===== src/rtl/oe_alias_pkg.sv =====
package oe_alias_pkg;

    localparam int DATA_W = 32;
    localparam int LIVE_W = 6;
    localparam int ADDR_W = 12;
    localparam int N_PORT = 2;

    // Word index within the window selects the operation.
    typedef enum logic [1:0] {
        OP_LOAD = 2'd0,
        OP_SET  = 2'd1,
        OP_CLR  = 2'd2,
        OP_FLIP = 2'd3
    } op_e;

    typedef struct packed {
        logic              en;
        op_e               op;
        logic [LIVE_W-1:0] mask;
    } wr_req_t;

    function automatic logic [LIVE_W-1:0] apply_req(
        input logic [LIVE_W-1:0] cur,
        input wr_req_t           req
    );
        logic [LIVE_W-1:0] res;
        res = cur;
        if (req.en) begin
            unique case (req.op)
                OP_LOAD: res = req.mask;
                OP_SET:  res = cur | req.mask;
                OP_CLR:  res = cur & ~req.mask;
                OP_FLIP: res = cur ^ req.mask;
                default: res = cur;
            endcase
        end
        return res;
    endfunction

endpackage


===== src/rtl/oe_port_decode.sv =====
module oe_port_decode
    import oe_alias_pkg::*;
#(
    parameter logic [ADDR_W-1:0] BASE = 12'h040
) (
    input  logic              valid,
    input  logic              write,
    input  logic [ADDR_W-1:0] addr,
    input  logic [DATA_W-1:0] wdata,
    output wr_req_t           req,
    output logic              rd_hit
);
    localparam int WIN_LSB = 4;

    logic in_win;
    logic unused_upper;

    assign in_win = (addr[ADDR_W-1:WIN_LSB] == BASE[ADDR_W-1:WIN_LSB])
                  && (addr[1:0] == 2'b00);
    assign unused_upper = ^wdata[DATA_W-1:LIVE_W];

    always_comb begin
        req.en   = valid && write && in_win;
        req.op   = op_e'(addr[3:2]);
        req.mask = wdata[LIVE_W-1:0];
    end

    assign rd_hit = valid && !write && in_win;

endmodule


===== src/rtl/oe_alias_merge.sv =====
module oe_alias_merge
    import oe_alias_pkg::*;
(
    input  logic [LIVE_W-1:0] cur,
    input  wr_req_t           reqs [N_PORT],
    output logic [LIVE_W-1:0] nxt
);
    // Ordered chain: stage k applies port k to the result of stage k-1.
    logic [LIVE_W-1:0] stage [N_PORT+1];

    assign stage[0] = cur;

    for (genvar k = 0; k < N_PORT; k++) begin : g_chain
        assign stage[k+1] = apply_req(stage[k], reqs[k]);
    end

    assign nxt = stage[N_PORT];

endmodule


===== src/rtl/oe_alias_reg.sv =====
module oe_alias_reg
    import oe_alias_pkg::*;
#(
    parameter logic [ADDR_W-1:0] BASE = 12'h040
) (
    input  logic              clk,
    input  logic              rst,
    input  logic              p0_valid,
    input  logic              p0_write,
    input  logic [ADDR_W-1:0] p0_addr,
    input  logic [DATA_W-1:0] p0_wdata,
    output logic [DATA_W-1:0] p0_rdata,
    input  logic              p1_valid,
    input  logic              p1_write,
    input  logic [ADDR_W-1:0] p1_addr,
    input  logic [DATA_W-1:0] p1_wdata,
    output logic [DATA_W-1:0] p1_rdata,
    output logic [LIVE_W-1:0] oe
);
    logic              v_a   [N_PORT];
    logic              w_a   [N_PORT];
    logic [ADDR_W-1:0] a_a   [N_PORT];
    logic [DATA_W-1:0] d_a   [N_PORT];
    logic [DATA_W-1:0] r_a   [N_PORT];
    wr_req_t           reqs  [N_PORT];
    logic              rhit  [N_PORT];

    logic [LIVE_W-1:0] val_q;
    logic [LIVE_W-1:0] val_d;

    assign v_a[0] = p0_valid;  assign v_a[1] = p1_valid;
    assign w_a[0] = p0_write;  assign w_a[1] = p1_write;
    assign a_a[0] = p0_addr;   assign a_a[1] = p1_addr;
    assign d_a[0] = p0_wdata;  assign d_a[1] = p1_wdata;
    assign p0_rdata = r_a[0];
    assign p1_rdata = r_a[1];

    for (genvar p = 0; p < N_PORT; p++) begin : g_port
        oe_port_decode #(.BASE(BASE)) u_dec (
            .valid  (v_a[p]),
            .write  (w_a[p]),
            .addr   (a_a[p]),
            .wdata  (d_a[p]),
            .req    (reqs[p]),
            .rd_hit (rhit[p])
        );
        assign r_a[p] = rhit[p] ? {{(DATA_W-LIVE_W){1'b0}}, val_q} : '0;
    end

    oe_alias_merge u_merge (
        .cur  (val_q),
        .reqs (reqs),
        .nxt  (val_d)
    );

    always_ff @(posedge clk) begin
        if (rst) val_q <= '0;
        else     val_q <= val_d;
    end

    assign oe = val_q;

endmodule


===== config.mk =====
export PLATFORM = sky130hd
export DESIGN_NAME = oe_alias_reg
export DESIGN_NICKNAME = d
export VERILOG_FILES = /design/src/rtl/oe_alias_pkg.sv /design/src/rtl/oe_port_decode.sv /design/src/rtl/oe_alias_merge.sv /design/src/rtl/oe_alias_reg.sv
export SDC_FILE = /design/constraint.sdc
export NUM_CORES = 1
export LEC_CHECK = 0
export ABC_AREA = 1
export BUFFER_PORTS_ARGS = -buffer_cell sky130_fd_sc_hd__buf_2
export CAP_MARGIN = 15
export CORE_MARGIN = 2
export CORE_UTILIZATION = 35
export DETAILED_ROUTE_END_ITERATION = 7
export GPL_TIMING_DRIVEN = 0
export PLACE_DENSITY = 0.73
export SKIP_LAST_GASP = 1
export SLEW_MARGIN = 30
export SYNTH_ARGS = -nofsm -noshare
export SYNTH_HDL_FRONTEND = slang
export SYNTH_SLANG_ARGS = --single-unit
export TNS_END_PERCENT = 10

===== constraint.sdc =====
create_clock -name clk -period 2 [get_ports clk]
set_input_delay 0.4 -clock clk [delete_from_list [all_inputs] [get_ports clk]]
set_output_delay 0.4 -clock clk [all_outputs]
set_load 0.03 [all_outputs]

### Word-level counts from Yosys, hierarchy flattened

Cells that the tools add are included.

| operators by class | value |
|---|---|
| reduce and logical (&&, ||, !) cells | 16 |
| mux-type cells | 6 |
| bitwise logic cells | 8 |
| equal/unequal tests | 8 |

Operators with widths:

| kind | number |
|---|---|
| $pmux W6 S4 | 2 |
| $mux W6 | 4 |
| $eq A8 B3 Y1 const B | 2 |
| $and A6 B6 Y6 | 2 |
| $not A6 Y6 | 2 |
| $or A6 B6 Y6 | 2 |
| $xor A6 B6 Y6 | 2 |
| $logic_and A1 B1 Y1 | 10 |
| $eq A2 B2 Y1 const B | 4 |
| $logic_not A2 Y1 | 4 |
| $eq A2 B1 Y1 const B | 2 |
| $logic_not A1 Y1 | 2 |

| storage, ports and cells | value |
|---|---|
| output and inout port bits | 70 |
| bits in registers | 6 |
| input port bits | 94 |
| word-level logic and storage cells | 39 |

### Depth between registers and ports, before layout

| depth | value |
|---|---|
| depth in word-level cells | 7 |
| depth in mapped cells | 17 |
| depth with buffers taken out | 17 |

### Modules after synthesis

Synthesis repeated with hierarchy kept, for this count alone.

| second synthesis, totals | value |
|---|---|
| cell total of the unflattened synthesis | 306 |
| area, all modules | 1848.0 um^2 |

Modules (own cells, without submodules):

| module | cells an instance | sequential area each (um^2) | area each (um^2) | times used |
|---|---|---|---|---|
| oe_alias_merge | 169 | 0.0 | 968.4 | 1 |
| oe_alias_reg | 95 | 120.1 | 649.4 | 1 |
| oe_port_decode | 21 | 0.0 | 115.1 | 2 |

### Worst setup path before layout

OpenSTA, ideal clock, no wires.

| timing | value |
|---|---|
| kind | reg-to-reg |
| start | register val_q[4] (netlist: oe[4]) |
| end | register val_q[4] (netlist: oe[4]) |
| cell stages (with the launch flop) | 17 |
| data required time | 1.891 ns |
| arrival time | 1.898 ns |
| slack | -0.007 ns |
| period minus slack after synthesis | 2.007 ns |
| library setup time | 0.109 ns |
| path buffers | 0 |
| path through | dfxtp_1 > inv_1 > ha_1 > nand3_1 > nand3_1 > nand2_1 > nand3_1 > nand2_2 > inv_1 > ha_1 > inv_1 > nand2_1 > nand4_1 > nor2_1 > nor2_1 > nand2_1 > inv_1 |

| on the way | value |
|---|---|
| word-level cells in the longest chain between the ends | 6 |
| elaborated cells between the ends (all ways) | 10 |
| those cells by class | 4 x mux; 6 x bitwise |

Ends and longest elaborated chain:

| item | line | text |
|---|---|---|
| from (decl) | oe_alias_reg.sv:28 | `logic [LIVE_W-1:0] val_q;` |
| from (signal assigned) | oe_alias_reg.sv:58 | `else val_q <= val_d;` |
| $xor A6 B6 Y6, or another cell as far along | oe_alias_pkg.sv:33 | `OP_FLIP: res = cur ^ req.mask;` |
| $pmux W6 S4 | oe_alias_pkg.sv:29 | `unique case (req.op)` |
| $mux W6 * | oe_alias_pkg.sv:28 | `if (req.en) begin` |
| $xor A6 B6 Y6, or another cell as far along | oe_alias_pkg.sv:33 |  |
| $pmux W6 S4 | oe_alias_pkg.sv:29 |  |
| $mux W6 * | oe_alias_pkg.sv:28 |  |

Every way passes the cells marked *; elsewhere a longest branch is shown, timed or not.
A chain may end at the register's enable or synchronous reset.

### Worst setup path after layout

| timing | value |
|---|---|
| start | register val_q[5] (netlist: oe[5]) |
| end | register val_q[5] (netlist: oe[5]) |

Same word-level chain as after synthesis.

==> results_dict.tcl <==
set metrics [dict create \
    largest_register_ffs 6 \
    synthAdderAreaFrac 0.1625 \
    root_buffer "clkbuf_8" \
    antenna_found_initial 0 \
    setup_slack_ns 0.1162 \
    min_from "rst" \
    diodes 0 \
    ys_ff_latch 6 \
    die_area_mm2 0.005878 \
    cpPeakStageDelay_ns 0.33 \
    whs_path_depth 4 \
    critPathRequiredTime_ns 2.11 \
    synth-simple-area-share 0.4130 \
    grt_pass1_vias 1646 \
    fmax_mhz 530.9 \
    vias 1879 \
    netlist_instances 303 \
    drv_cap 0 \
    cts_max_level 1 \
    viasPerCell 3.866 \
    ys.warnings.count 0 \
    cts_buffers 3 \
    avgSynthCellArea_um2 6.099 \
    synthMuxAreaShare 0 \
    floorplan.initialDensity 0.3618 \
    yosys-top-cells-area "buf_4 22%, ha_1 16%, nand2_1 12%" \
    min_path_type "input pin to flop" \
    reg2reg_slack_ns 0.12 \
    gp_congestion 0.8113 \
    layout_min_cycle_time_ns 1.884 \
    synth-seq-area-share 0.06500 \
    status "complete, no violations" \
    fin_util 0.4887 \
    drt_pass1_iterations 4 \
    synth_area_leader_cell "buf_4" \
    dp_cells 481 \
    hold_viol 0 \
    final-instance-count-excl-fill 486 \
    syn_area_mm2 0.001848 \
    post_drt_wl_per_cell_um 8.407 \
    synth_cell_types 21 \
    fin_crit_sh 0.9419 \
    clockBufferDepth 2 \
    synth_compound_area_frac 0 \
    synthToLayoutAreaGrowth_pct 35.07 \
    synthXorXnorAreaFrac 0 \
    crit_fanout 4 \
    final_common_cell "buf_2" \
    ant_nets 0 \
    critPathArrivalTime_ns 2.00 \
    path_common_cell "nand2_1" \
    synth_top_family_by_area "simple AND/OR/NAND/NOR gates" \
    io_buffers 57 \
    r2r-start "oe[5]" \
    drc 0 \
    r2r-end "oe[5]" \
    grt_pass1_wl_um 6651 \
    drt_iter0_drc 72 \
    yosysTopAreaCellShare 0.2153 \
    cts.sinks 6 \
    end_kind "flop" \
    pwr_density_cell_mw_per_mm2 270.5 \
    mostFrequentLayoutCells "58 x buf_2, 56 x nand2_1, 55 x buf_4, 52 x conb_1, 51 x inv_1" \
    ir_drop_mv 0.1182 \
    drive_above_1_share 0.3942 \
    tritoncts "done" \
    crit_path_top_delay_cell "dfxtp_2" \
    die_h_um 76.67 \
    path_class "flop to flop" \
    setup_viol 0 \
    grt_max_degree 11 \
    finClkSkew_ns 0 \
    chipWidth_um 76.67 \
    postCtsHoldBufs 0 \
    insertion_delay_ns 0.22 \
    slew_viol_final 0 \
    io_pins 164 \
    path_clk_slew_ns 0.04 \
    fin_nets 536 \
    hold_end "oe[5]" \
    hpwl_um 3579 \
    grt_usage 0.1328 \
    path_cells "inv_1 -> ha_1 -> nand3_1 -> nand4_1 -> nand2_1 -> nand2_1 -> ha_1 -> inv_1 -> nand2_1 -> nand4_1 -> nor2_1 -> nor2_1 -> nand2_1 -> inv_1" \
    r2r_cells 14 \
    p_leak_nw 1.566 \
    rsz0062_at_grt "yes" \
    wirelength_um 4086 \
    dp_slack_ns -0.1327 \
    core_mm2 0.005107 \
    timing.hold.ws_ns 0.4356 \
    start_kind "flop" \
    gr-total-overflow 0 \
    placementRows 26 \
]
==> layout make-up <==
| class | instances | area (um^2) |
|---|---|---|
| Tap cell | 70 | 87.58 |
| Timing Repair Buffer | 59 | 300.3 |
| Fill cell | 528 | 2611 |
| Multi-Input combinational cell | 232 | 1279 |
| Buffer | 56 | 425.4 |
| Inverter | 60 | 235.2 |
| Sequential cell | 6 | 127.6 |
| Clock buffer | 3 | 41.29 |
==> repair_timing <==
action | in CTS | in global routing
endpoints found under the setup margin | 0 | 12
buffers inserted | 0 | 2
resized for setup | 0 | 10
==> cells in the mapped netlist <==
| master | count |
|---|---|
| nand2_2 | 7 |
| buf_4 | 53 |
| ha_1 | 24 |
| nand3_1 | 26 |
| nand3_4 | 1 |
| inv_1 | 53 |
| clkinv_4 | 1 |
| nand4_1 | 11 |
| nand3_2 | 2 |
| buf_6 | 2 |
| inv_2 | 5 |
| conb_1 | 1 |
| nor2_4 | 1 |
| inv_6 | 1 |
| nor2_2 | 15 |
| buf_2 | 1 |
| nand2_1 | 57 |
| nor3_4 | 2 |
| nand3b_1 | 1 |
| dfxtp_1 | 6 |
| nor2_1 | 33 |
==> power by group <==
| part | switching, W | total, W | internal [W] |
|---|---|---|---|
| combinational | 0.000239 | 0.000378 | 0.000139 |
| sequential | 0.0000000672 | 0.000120 | 0.000120 |
| clock | 0.0000477 | 0.000177 | 0.000129 |
| total | 0.000287 | 0.000675 | 0.000389 |
==> kinds of logic after synthesis <==
group | Yosys count
AND/OR/NAND/NOR | 156
flip-flops | 6
adder cells (fa/ha/maj) | 24
buffers and inverters | 116
other | 1
==> routing by layer <==
layer | up-vias | share of wire | wire [um] | global-route usage
li1 | 1035 | - | - | -
met1 | 771 | 0.42 | 1726 | 0.1512
met2 | 69 | 0.50 | 2060 | 0.2500
met3 | 4 | 0.058 | 236 | 0.008235
met4 | 0 | 0.015 | 62 | 0.06182
met5 | - | 0 | 0 | 0
==> worst max-delay path: cells and delay by family, from the launching register on <==
kind | cells | cell delay (ns)
simple gates | 9 | 0.76
fa+ha+maj | 2 | 0.55
flops | 1 | 0.33
buf+inv | 3 | 0.13
==> metrics by stage <==
stage	total power [W]	instance area [um^2]	TNS (ns)
after CTS	0.0006748	2455	0
after detailed placement	0.0004945	2414	-0.2088
after global placement	0.0004903	2414	-0.09291
after floorplan	0.0004258	2041	0
final	0.0006753	2496	0
after global routing	0.0007177	2496	-0.1911
==> how the worst max path moves through the flow <==
stage | slack [ns] | start | to
6_report | 0.12 | oe[5] | oe[5]
5_1_grt | -0.05 | oe[2] | oe[2]
4_1_cts | 0.02 | oe[4] | oe[4]
3_5_place_dp | -0.13 | p0_wdata[4] | oe[4]
3_3_place_gp | -0.09 | p0_wdata[4] | oe[4]
2_1_floorplan | 0.02 | oe[1] | oe[1]
(Power assumes the default switching activity.)
